**config.mk**
```make
export PLATFORM = sky130hd
export DESIGN_NAME = strobe_power_seq
export DESIGN_NICKNAME = d
export VERILOG_FILES = /design/src/rtl/pwr_seq_pkg.sv /design/src/rtl/edge_sync.sv /design/src/rtl/strobe_tally.sv /design/src/rtl/settle_timer.sv /design/src/rtl/strobe_power_seq.sv
export SDC_FILE = /design/constraint.sdc
export NUM_CORES = 1
export LEC_CHECK = 0
export ABC_AREA = 1
export BUFFER_PORTS_ARGS = -buffer_cell sky130_fd_sc_hd__buf_2
export CORE_MARGIN = 4
export CORE_UTILIZATION = 55
export DETAILED_ROUTE_END_ITERATION = 16
export PLACE_DENSITY = 0.73
export SYNTH_ARGS = -nofsm -noshare
export SYNTH_HDL_FRONTEND = slang
export SYNTH_SLANG_ARGS = --single-unit
```
**constraint.sdc**
```tcl
create_clock -name clk -period 3.3 [get_ports clk]
set_clock_uncertainty 0.05 [all_clocks]
set_input_delay 0.66 -clock clk [delete_from_list [all_inputs] [get_ports clk]]
set_output_delay 0.66 -clock clk [all_outputs]
set_load 0.005 [all_outputs]
```
**src/rtl/pwr_seq_pkg.sv**
```systemverilog
package pwr_seq_pkg;

    typedef enum logic [1:0] {
        PS_RUN   = 2'b00,
        PS_NAP   = 2'b01,
        PS_SLEEP = 2'b10
    } pwr_state_e;

    // strobe counts at which the state machine acts; the order is behaviour
    localparam int unsigned NAP_AT   = 2;
    localparam int unsigned WAKE_AT  = 3;
    localparam int unsigned SLEEP_AT = 4;
    localparam int unsigned EXIT_AT  = 5;

endpackage

```
**src/rtl/edge_sync.sv**
```systemverilog
module edge_sync #(
    parameter int unsigned STAGES = 2
) (
    input  logic clk,
    input  logic rst_n,
    input  logic din,
    output logic rise
);
    logic [STAGES-1:0] chain;
    logic              last;

    generate
        if (STAGES == 1) begin : g_single
            always_ff @(posedge clk or negedge rst_n) begin
                if (!rst_n) chain <= '0;
                else        chain <= din;
            end
        end else begin : g_multi
            always_ff @(posedge clk or negedge rst_n) begin
                if (!rst_n) chain <= '0;
                else        chain <= {chain[STAGES-2:0], din};
            end
        end
    endgenerate

    always_ff @(posedge clk or negedge rst_n) begin
        if (!rst_n) last <= 1'b0;
        else        last <= chain[STAGES-1];
    end

    assign rise = chain[STAGES-1] & ~last;
endmodule

```
**src/rtl/strobe_tally.sv**
```systemverilog
module strobe_tally #(
    parameter int unsigned LIMIT = 5,
    localparam int unsigned W    = $clog2(LIMIT + 1)
) (
    input  logic         clk,
    input  logic         rst_n,
    input  logic         clear,
    input  logic         bump,
    output logic [W-1:0] count
);
    always_ff @(posedge clk or negedge rst_n) begin
        if (!rst_n) begin
            count <= '0;
        end else if (clear) begin
            count <= '0;
        end else if (bump) begin
            if (count == W'(LIMIT - 1)) count <= '0;
            else                        count <= count + W'(1);
        end
    end
endmodule

```
**src/rtl/settle_timer.sv**
```systemverilog
module settle_timer #(
    parameter int unsigned CYCLES = 500000,
    localparam int unsigned TW    = $clog2(CYCLES + 1)
) (
    input  logic clk,
    input  logic rst_n,
    input  logic load,
    output logic busy
);
    logic [TW-1:0] remaining;

    always_ff @(posedge clk or negedge rst_n) begin
        if (!rst_n) begin
            remaining <= '0;
        end else if (load) begin
            remaining <= TW'(CYCLES);
        end else if (remaining != '0) begin
            remaining <= remaining - TW'(1);
        end
    end

    assign busy = (remaining != '0);
endmodule

```
**src/rtl/strobe_power_seq.sv**
```systemverilog
module strobe_power_seq
    import pwr_seq_pkg::*;
#(
    parameter int unsigned SYNC_STAGES   = 2,
    parameter int unsigned SETTLE_CYCLES = 500000
) (
    input  logic       clk,
    input  logic       rst_n,
    input  logic       cnv_strobe,
    input  logic       ser_clk,
    input  logic       lvds_mode,
    output logic [1:0] pwr_state,
    output logic       ready,
    output logic       settle_busy
);
    localparam int unsigned CW = $clog2(EXIT_AT + 1);

    logic          strobe_rise;
    logic          sclk_rise;
    logic          sclk_ignored;
    logic          cnt_clear;
    logic          cnt_bump;
    logic          settle_load;
    logic [CW-1:0] cnt_q;
    logic [CW-1:0] cnt_after;
    pwr_state_e    state_q;
    pwr_state_e    state_d;

    edge_sync #(.STAGES(SYNC_STAGES)) u_strobe_sync (
        .clk  (clk),
        .rst_n(rst_n),
        .din  (cnv_strobe),
        .rise (strobe_rise)
    );

    edge_sync #(.STAGES(SYNC_STAGES)) u_sclk_sync (
        .clk  (clk),
        .rst_n(rst_n),
        .din  (ser_clk),
        .rise (sclk_rise)
    );

    strobe_tally #(.LIMIT(EXIT_AT)) u_tally (
        .clk  (clk),
        .rst_n(rst_n),
        .clear(cnt_clear),
        .bump (cnt_bump),
        .count(cnt_q)
    );

    settle_timer #(.CYCLES(SETTLE_CYCLES)) u_settle (
        .clk  (clk),
        .rst_n(rst_n),
        .load (settle_load),
        .busy (settle_busy)
    );

    assign cnt_after    = cnt_q + CW'(1);
    assign sclk_ignored = lvds_mode && (state_q == PS_SLEEP);

    // state register
    always_ff @(posedge clk or negedge rst_n) begin
        if (!rst_n) state_q <= PS_RUN;
        else        state_q <= state_d;
    end

    // next state and counter / timer commands
    always_comb begin
        state_d     = state_q;
        cnt_clear   = 1'b0;
        cnt_bump    = 1'b0;
        settle_load = 1'b0;
        if (sclk_rise && !sclk_ignored) begin
            cnt_clear = 1'b1;
            unique case (state_q)
                PS_RUN:   state_d = PS_RUN;
                PS_NAP:   state_d = PS_RUN;
                PS_SLEEP: begin
                    state_d     = PS_RUN;
                    settle_load = 1'b1;
                end
                default:  state_d = PS_RUN;
            endcase
        end else if (strobe_rise) begin
            cnt_bump = 1'b1;
            unique case (cnt_after)
                CW'(NAP_AT):   state_d = PS_NAP;
                CW'(WAKE_AT):  state_d = PS_RUN;
                CW'(SLEEP_AT): state_d = PS_SLEEP;
                CW'(EXIT_AT):  begin
                    state_d     = PS_RUN;
                    settle_load = 1'b1;
                end
                default:       state_d = state_q;
            endcase
        end
    end

    // outputs
    always_comb begin
        pwr_state = state_q;
        ready     = (state_q == PS_RUN) && !settle_busy;
    end
endmodule

```
==> summary.md, run 1 <==
| Metric | Value |
|---|---|
| Outcome | `complete, no violations` |
| Sw Pwr | `0.420 mW` |
| Routed wire length | `3.34 mm` |
| Number of library cell types mapped by synthesis | `23` |
| Gpl congestion | `0.907` |
| Root Driver | `clkbuf_4` |
| CP required | `2590 ps` |
| DRC viols | `0` |
| Share of layout cells above drive strength 1 | `0.137` |
| Hold Path Class | `input pin to async pin` |
| CP Max Fanout | `12` |
| Final Power | `1.07 mW` |
| Vias/cell | `4.99` |
| Seq cells post-synth | `30` |
| # port buffers | `8` |
| Crit end category | `output port` |
| Slew @ Worst Pin | `650 ps` |
| VDD IR-drop max | `0.305 mV` |
| Core area | `3050 um2` |
| Clock-pin transition on the worst setup and hold timing paths | `100 ps` |
| Max cap viols | `0` |
| Ant diodes | `0` |
| Ys Warns | `0` |
| Die Area | `4140 um2` |
| # resized after CTS | `0` |
| Largest net degree at the start of global routing | `31` |
| Fmax | `0.384 GHz` |
| Filler cell count | `290` |
| Syn-to-layout area delta | `8.02%` |
| Finished Cell Area | `1890 um2` |
| Grt total ovfl | `0` |
| Mapped Area | `1750 um2` |
| DPL Wire Length | `2.50 mm` |
| Vias in the first global route | `1376` |
| Sequential fraction of the synthesis area | `0.430` |
| Final Setup Violations | `0` |
| Post-route setup TNS | `0 ps` |
| Comb pwr share | `0.314` |
| Internal | `0.654 mW` |
| Routed len/inst | `11.4 um` |
| Initial antenna violation count | `0` |
| Cell area power density | `569 nW/um2` |
| Flop2flop setup slack | `1260 ps` |
| Syn Inst Count | `235` |
| DRT antenna net count | `0` |
| Leakage Power | `0.989 nW` |
| Row count | `20` |
| WS Path Type | `flip-flop to output port` |
| First-pass GRT wire length | `6.15 mm` |
| CTS Buf Count | `5` |
| RSZ-0062 raised after global routing | `false` |
| Placed cell areas | `1820 um2` |
| Worst-Skew Late Latency | `340 ps` |
| Fin crit share | `0.789` |
| Final hold viol count | `0` |
| Gr usage total | `0.194` |
| Sw frac | `0.391` |
| H-Tree Depth | `2` |
| Starting Density | `0.572` |
| Hold-fix buffers at CTS | `0` |
| Mapped Nets | `246` |
| Worst slew margin | `0.567` |
| Initial DRC count | `64` |
| Slew Limit Fails | `0` |
| # clock sinks | `30` |
| CTS tree | `done` |
| Die span in x | `64.4 um` |
| Critical path startpoint category | `flip-flop` |
| Part of the power in the clock network | `0.220` |
| Clock Tree Buf Depth | `2` |
| Postcts setup bufs | `0` |
| Min Tclk post-route | `2600 ps` |
| Pre-antenna DRT Iters | `4` |
| Crit path DAT | `1890 ps` |
| Reg power frac | `0.466` |
| Via Count | `1463` |
| Mapped Avg Cell Area | `7.43 um2` |
| Die Ht | `64.4 um` |
| Final #Nets | `259` |
| Boundary Pins | `9` |
stage by stage:
step | cells | setup slack, ps | util | hold WS, ps
after floorplan | 235 | 1250 | - | 281
after global placement | 285 | 1110 | 0.597 | 283
after detailed placement | 285 | 1070 | 0.597 | 290
after CTS | 293 | 687 | 0.618 | 307
after global routing | 293 | 540 | 0.618 | 317
final | 293 | 695 | 0.618 | 279
layer usage:
| metal | global-route usage | routed length [um] | vias to the layer above |
|---|---|---|---|
| li1 | - | - | 756 |
| met1 | 0.270 | 1700 | 661 |
| met2 | 0.280 | 1400 | 38 |
| met3 | 0.0562 | 185 | 8 |
| met4 | 0.0844 | 57 | 0 |
| met5 | 0 | 0 | - |
worst max-delay path: stages (launching register included):
cell and delay (ps):
dfrtp_1 400, inv_1 110, ha_1 260, nand2_2 120, nor2_4 150, nand3_4 230, nor3_2 150, buf_2 130
area by class of cell:
type                       count  area, um2  area share
tap                           44       55.1      0.0292
multi-input combinational    165        835       0.442
clock inverter                 2       12.5     0.00663
timing repair buffer           8       40.0      0.0212
clock buffer                   6       51.3      0.0272
inverter                      38        143      0.0756
sequential                    30        751       0.398
power groups by stage:
stage | combinational [mW] | clock (mW) | sequential (mW)
after floorplan | 0.267 | 0 | 0.490
final | 0.337 | 0.237 | 0.500
after global placement | 0.331 | 0 | 0.504
after CTS | 0.338 | 0.244 | 0.498
after global routing | 0.402 | 0.260 | 0.511
after detailed placement | 0.335 | 0 | 0.506
synth_stat cells, drive strengths merged:
library cell,n,share of area
nand2,70,0.15
o21ai,11,0.034
nand3b,1,0.0064
nand3,23,0.085
nand4,5,0.018
inv,38,0.082
a21oi,5,0.014
buf,2,0.011
ha,6,0.043
o2111ai,1,0.0050
nor2,42,0.11
nor3,1,0.0057
dfrtp,30,0.43
cell families (layout without fill, tap and decap cells):
family                     after synthesis  after routing  synth area share
AOI/OAI and AO/OA                       17             17            0.0530
adders and majority gates                6              6            0.0430
buffers and inverters                   40             54            0.0924
DFF                                     30             30             0.430
and+or+nand+nor                        142            142             0.382
worst paths after layout:
check,cells after the start,end,from
setup reg to reg,10,u_settle.remaining[0],u_tally.count[0]
max in group asynchronous,1,u_settle.remaining[15],rst_n
setup / recovery,7,ready,u_settle.remaining[0]
hold / removal,1,u_tally.count[2],rst_n
hold reg to reg,0,u_sclk_sync.chain[1],u_sclk_sync.chain[0]
min in group clk,0,u_sclk_sync.chain[1],u_sclk_sync.chain[0]
layout by cell type, fill, tap and decap left out, drive strengths merged, types with 5 or more instances in the layout:
cell,count
a21oi,5
buf,8
clkbuf,6
dfrtp,30
ha,6
inv,38
nand2,70
nand3,23
nand4,5
nor2,42
o21ai,11
flip-flops by register name (all words and copies together), names as in the netlist:
signal               cells
u_strobe_sync.chain      2
u_strobe_sync.last       1
u_settle.remaining      19
u_tally.count            3
u_sclk_sync.chain        2
pwr_state                2
u_sclk_sync.last         1
(Power assumes the default switching activity.)
==> run 2: changes to the inputs <==
ABC_AREA = 0   (was 1)
clock period = 2.6 ns   (was 3.3 ns; I/O delays follow)
==> run 2 against run 1 <==
Compared with the run above: sequential share of layout area grew 1.6 points; worst hold slack lost 140 ps; highest routed layer unchanged; cell count is 27% lower.
==> summary.md, run 2 <==
| Metric | Value |
|---|---|
| Commonest non-fill, non-tap cell in the layout | `dfrtp_1` |
| Ys Warns | `0 (unchanged)` |
| Routed len/inst | `15.3 um (+34%)` |
| Setup WS post-layout | `89.1 ps (-606 ps)` |
| Root Driver | `clkbuf_4` |
| Gr usage total | `0.183 (-0.0117)` |
| Die Area | `3860 um2 (-6.8%)` |
| Crit-path slowest cell | `dfrtp_1` |
| Initial DRC count | `70 (+9.4%)` |
| Worst Setup SP | `u_settle.remaining[0]` |
| Final #Nets | `194 (-25%)` |
| H-Tree Depth | `2 (unchanged)` |
| Crit path cell chain | `inv_1, ha_2, nor4b_2, buf_4, and3_1, nand2_2, nor3_1, buf_2` |
| Number of library cell types mapped by synthesis | `40 (+74%)` |
| Starting Density | `0.579 (+0.00727)` |
| Min Tclk post-route | `2510 ps` |
| EDFF count, synth | `0 (unchanged)` |
| Syn-to-layout area delta | `12.8%` |
| Ant diodes | `0 (unchanged)` |
| Slew Limit Fails | `0 (unchanged)` |
| DPL Wire Length | `2.26 mm (-9.6%)` |
| Crit end category | `output port` |
| Vias in the first global route | `1277 (-7.2%)` |
| Slew @ Worst Pin | `646 ps (-4.30 ps)` |
| Largest register FFs | `19 (unchanged)` |
| Largest Register | `u_settle.remaining` |
| Largest net degree at the start of global routing | `31 (unchanged)` |
| Die Ht | `62.1 um (-3.5%)` |
| Via Count | `1331 (-9.0%)` |
| Grt total ovfl | `0 (unchanged)` |
| Die span in x | `62.1 um (-3.5%)` |
| Mapped Area | `1610 um2 (-7.7%)` |
| First-pass GRT wire length | `5.83 mm (-5.3%)` |
| Reg2reg path depth | `7 (-3)` |
| Crit path DAT | `1940 ps (+50 ps)` |
| Mapped Avg Cell Area | `9.77 um2 (+31%)` |
| Seq cells post-synth | `30 (unchanged)` |
| Boundary Pins | `9 (unchanged)` |
| Filler cell count | `227 (-22%)` |
| # clock sinks | `30 (unchanged)` |
| Hold slack | `140 ps (-139 ps)` |
| Row count | `19 (-5.0%)` |
| Clock Tree Buf Depth | `2 (unchanged)` |
| Worst slew margin | `0.570 (+0.00287)` |
| WS Path Type | `flip-flop to output port` |
| Hold Path Class | `input pin to async pin` |
| Fmax | `0.398 GHz` |
| Post-synth ARST share | `1.00 (unchanged)` |
| Largest stage delay, worst path | `410 ps (about the same)` |
| Outcome | `complete, no violations` |
| RR Endpoint | `u_settle.remaining[13]` |
| Sequential fraction of the synthesis area | `0.466 (+0.0360)` |
| Flop2flop setup slack | `310 ps (-950 ps)` |
| Final hold viol count | `0 (unchanged)` |
| Post-route setup TNS | `0 ps (unchanged)` |
| Share of layout cells above drive strength 1 | `0.207 (+0.0700)` |
| Clock-pin transition on the worst setup and hold timing paths | `110 ps (about the same)` |
| # port buffers | `8 (unchanged)` |
| Count leader, synth | `dfrtp_1` |
| CTS tree | `done` |
| CP Max Fanout | `5 (-7)` |
| Critical path startpoint category | `flip-flop` |
| CTS Buf Count | `5 (unchanged)` |
| DRC viols | `0 (unchanged)` |
| Final Setup Violations | `0 (unchanged)` |
| Cell area power density | `779 nW/um2 (+37%)` |
| Place WS | `355 ps (-716 ps)` |
| CP required | `2030 ps (-560 ps)` |
| Final Power | `1.42 mW (+32%)` |
| Synth top area cells | `dfrtp_1, a21oi_1, ha_1` |
| Max cap viols | `0 (unchanged)` |
| Top flop regs | `u_settle.remaining (19), u_tally.count (3)` |
| Syn Inst Count | `165 (-30%)` |
| Routed wire length | `3.29 mm (-1.6%)` |
| Seq. cell area | `752 um2 (+0.17%)` |
| VDD IR-drop max | `0.784 mV (+160%)` |
| R2R Path Start | `u_tally.count[0]` |
| Leakage Power | `0.749 nW (-24%)` |
| Area of the multi-input gates | `818 um2 (-1.9%)` |
| Worst-Skew Late Latency | `340 ps (about the same)` |
| Vias/cell | `6.19 (+24%)` |
| Hold-fix buffers at CTS | `0 (unchanged)` |
| Most used cells in the layout excluding fill and tap cells | `dfrtp_1, a21oi_1, nor2_1, nor3_1, nand2_1` |
| Dominant synthesized flop cell | `dfrtp_1` |
| Mapped Nets | `176 (-28%)` |
| Fin crit share | `0.966` |
| Synth area leader | `dfrtp_1` |
| Gpl congestion | `0.875 (-3.6%)` |
| Most common library cells after synthesis | `dfrtp_1, a21oi_1, nor2_1` |
| Yosys top cell area share | `0.466 (+0.0360)` |
| Core area | `2780 um2 (-8.9%)` |
| Pre-antenna DRT Iters | `5 (+1)` |
| Initial antenna violation count | `0 (unchanged)` |
| DRT antenna net count | `0 (unchanged)` |
| Util after Layout | `0.654 (+0.0356)` |
-- run 2: through the flow --
step | cells | cell area [um2]
4_1_cts | 213 | 1790
5_1_grt | 215 | 1820
6_report | 215 | 1820
3_5_place_dp | 205 | 1710
3_3_place_gp | 205 | 1710
2_1_floorplan | 165 | 1610
-- run 2: power by group --
| group | internal [mW] | total (mW) | switching (mW) |
|---|---|---|---|
| logic | 0.176 | 0.369 | 0.194 |
| registers | 0.556 | 0.666 | 0.110 |
| clock network | 0.202 | 0.381 | 0.180 |
| total | 0.933 | 1.42 | 0.484 |
-- run 2: what timing repair did --
| item | in CTS | in global routing |
|---|---|---|
| buffers inserted | 0 | 2 |
| endpoints found under the setup margin | 1 | 1 |
| resized for setup | 1 | 4 |
-- run 2: layout make-up --
type,count,share of cell area
Clock buffer,5,0.0206
Sequential cell,30,0.414
Inverter,5,0.0103
Timing Repair Buffer,17,0.0592
Multi-Input combinational cell,124,0.450
Tap cell,31,0.0213
Clock inverter,3,0.0248
-- run 2: per-layer routing --
layer | vias up | share of wire | track usage
met5 | - | 0 | 0
met4 | 0 | 0.017 | 0.0759
met3 | 7 | 0.035 | 0.0396
met2 | 20 | 0.50 | 0.284
met1 | 654 | 0.44 | 0.245
li1 | 650 | - | -
-- run 2: worst max-delay path by stage --
stage                             endpoint  cells past startpoint
detailed placement  u_settle.remaining[13]                      7
global route                         ready                      8
floorplan                            ready                      7
global placement    u_settle.remaining[13]                      7
CTS                                  ready                      8
finish                               ready                      8
-- run 2: cells by family (layout without fill, tap and decap cells) --
kind of cell / after synthesis / in the layout / share of synthesized area
and+or+nand+nor: 72 / 72 / 0.255
AOI/OAI and AO/OA: 39 / 39 / 0.155
DFF: 30 / 30 / 0.466
buffers and inverters: 11 / 30 / 0.0334
muxes: 7 / 7 / 0.0435
adders and majority gates: 6 / 6 / 0.0466
-- run 2: worst max-delay path, delay by kind of cell, from the launching register on --
family	cells	cell delay, ps
adder cells (fa/ha/maj)	1	200
buffers and inverters	3	370
flip-flops	1	410
AND/OR/NAND/NOR	4	620
==> run 3: changes to the inputs <==
ABC_AREA = 1   (was 0)
==> run 3 against run 2 <==
Compared with the run above: sequential share of layout area is 3.1 points lower; core utilization is 1.0 points lower; via count is 11% higher; combinational power is 17% higher.
==> summary.md, run 3 (synthesis gave the netlist of run 1 again) <==
| Metric | Value |
|---|---|
| Outcome | `complete, no violations` |
| Place WS | `514 ps (+160 ps)` |
| Initial DRC count | `92 (+31%)` |
| Postcts setup bufs | `0 (unchanged)` |
| Routed wire length | `3.45 mm (+5.0%)` |
| Fin crit share | `0.917 (-0.0491)` |
| Die Area | `4140 um2 (+7.3%)` |
| CP Max Fanout | `10 (+5)` |
| Met1 WL | `1.65 mm (+13%)` |
| Most used cells in the layout excluding fill and tap cells | `nand2_1, inv_1, nor2_1, dfrtp_1, nand3_1` |
| VDD IR-drop max | `0.525 mV (-33%)` |
| Finished Cell Area | `1960 um2 (+8.1%)` |
| Crit path DAT | `1810 ps (-130 ps)` |
| Row count | `20 (+1)` |
| CTS Buf Count | `5 (unchanged)` |
| First-pass GRT wire length | `6.18 mm (+6.0%)` |
| Commonest non-fill, non-tap cell in the layout | `nand2_1` |
| Gr usage total | `0.197 (+0.0147)` |
| Wire length on met3 | `221 um (+91%)` |
| Grt total ovfl | `0 (unchanged)` |
| Die span in x | `64.4 um (+3.6%)` |
| Vias/cell | `4.98 (-20%)` |
| Met2 WL post-DR | `1.52 mm (-8.2%)` |
| Die Ht | `64.4 um (+3.6%)` |
| Fmax | `0.420 GHz (+5.4%)` |
| Non-Filler Instances | `297 (+38%)` |
| Setup WS post-layout | `217 ps (+128 ps)` |
| Min Tclk post-route | `2380 ps (-128 ps)` |
| Clock Tree Buf Depth | `2 (unchanged)` |
| Root Driver | `clkbuf_4` |
| Post-route setup TNS | `0 ps (unchanged)` |
| Largest register FFs | `19 (unchanged)` |
| Critical path startpoint category | `flip-flop` |
| Slew Limit Fails | `0 (unchanged)` |
| Slew @ Worst Pin | `657 ps (+11.1 ps)` |
| # port buffers | `8 (unchanged)` |
| # resized after CTS | `0 (-1)` |
| Share of layout cells above drive strength 1 | `0.150 (-0.0563)` |
| WS Path Type | `flip-flop to output port` |
| Top flop regs | `u_settle.remaining (19), u_tally.count (3)` |
| Placed cell areas | `1830 um2 (+7.2%)` |
| CTS tree | `done` |
| Ant diodes | `0 (unchanged)` |
| Hold Path Class | `input pin to async pin` |
| Flop2flop setup slack | `700 ps (+390 ps)` |
| H-Tree Depth | `2 (unchanged)` |
| Worst-Skew Late Latency | `330 ps (about the same)` |
| Final #Nets | `263 (+36%)` |
| Starting Density | `0.572 (-0.00727)` |
| Worst Setup SP | `u_settle.remaining[0]` |
| DRC viols | `0 (unchanged)` |
| Cells after DPL | `286 (+40%)` |
| Max cap viols | `0 (unchanged)` |
| Routed len/inst | `11.6 um (-24%)` |
| Final Setup Violations | `0 (unchanged)` |
| Crit end category | `output port` |
| Leakage Power | `1.03 nW (+38%)` |
| Clock-pin transition on the worst setup and hold timing paths | `100 ps (about the same)` |
| Reg2reg path depth | `10 (+3)` |
| Initial antenna violation count | `0 (unchanged)` |
| CP required | `2030 ps (about the same)` |
| Util after Layout | `0.643 (-0.0102)` |
| Vias in the first global route | `1406 (+10%)` |
| Via Count | `1480 (+11%)` |
| Largest net degree at the start of global routing | `31 (unchanged)` |
| Worst slew margin | `0.562 (-0.00742)` |
| Core area | `3050 um2 (+9.8%)` |
| Gpl congestion | `0.910 (+4.1%)` |
| Syn-to-layout area delta | `12.5%` |
| DR top layer | `met4` |
| # clock sinks | `30 (unchanged)` |
| Final hold viol count | `0 (unchanged)` |
| Pre-antenna DRT Iters | `4 (-1)` |
| R2R Path Start | `u_tally.count[0]` |
| DPL Wire Length | `2.47 mm (+9.6%)` |
| Boundary Pins | `9 (unchanged)` |
| DRT antenna net count | `0 (unchanged)` |
| Hold-fix buffers at CTS | `0 (unchanged)` |
| Largest Register | `u_settle.remaining` |
| Cell area power density | `795 nW/um2 (+2.1%)` |
| RSZ-0062 raised after global routing | `false` |
| RR Endpoint | `u_settle.remaining[0]` |
==> run 3: changes by cell type in the layout (fill, tap and decap cells not counted), sizes merged, moves of 7 or more <==
cell   before  now
nand2      11   70
inv         5   38
o31ai       7    0
or4         7    0
nor3       10    1
nor2       14   42
nand3       6   23
a21oi      15    5
mux2i       7    0
==> run 3: area by class of cell <==
cell class | count | area [um2]
Inverter | 38 | 143
Timing Repair Buffer | 12 | 70.1
Clock inverter | 2 | 60.1
Clock buffer | 6 | 51.3
Sequential cell | 30 | 751
Fill cell | 269 | 1090
Multi-Input combinational cell | 165 | 835
Tap cell | 44 | 55.1
==> run 3: worst max-delay path, stage by stage (launching register included) <==
cell and delay, ps:
dfrtp_1 400, inv_1 120, ha_1 250, nand2_2 120, nor2_4 170, nand3_4 170, nor3_2 130, buf_2 130
==> run 3: worst max-delay path by stage <==
| stage | end | slack [ps] | depth (start not counted) |
|---|---|---|---|
| 2_1_floorplan | ready | 690 | 7 |
| 3_3_place_gp | ready | 550 | 7 |
| 3_5_place_dp | ready | 510 | 7 |
| 4_1_cts | ready | 110 | 7 |
| 5_1_grt | ready | 80 | 7 |
| 6_report | ready | 220 | 7 |
==> run 3: metrics by stage <==
stage	power [mW]	hold WS [ps]
after floorplan	0.961	174
after global placement	1.06	284
after detailed placement	1.07	297
after global routing	1.69	184
final	1.56	146
after CTS	1.57	166
==> run 3: routing by layer <==
layer,global-route usage,vias up
li1,-,769
met1,0.273,663
met2,0.278,40
met3,0.0650,8
met4,0.0897,0
met5,0,-
==> run 3: report_power, final <==
part	leakage, nW	internal (mW)	switching [mW]	total (mW)
combinational	0.615	0.152	0.280	0.432
clock	0.0585	0.326	0.169	0.495
sequential	0.357	0.550	0.0853	0.635
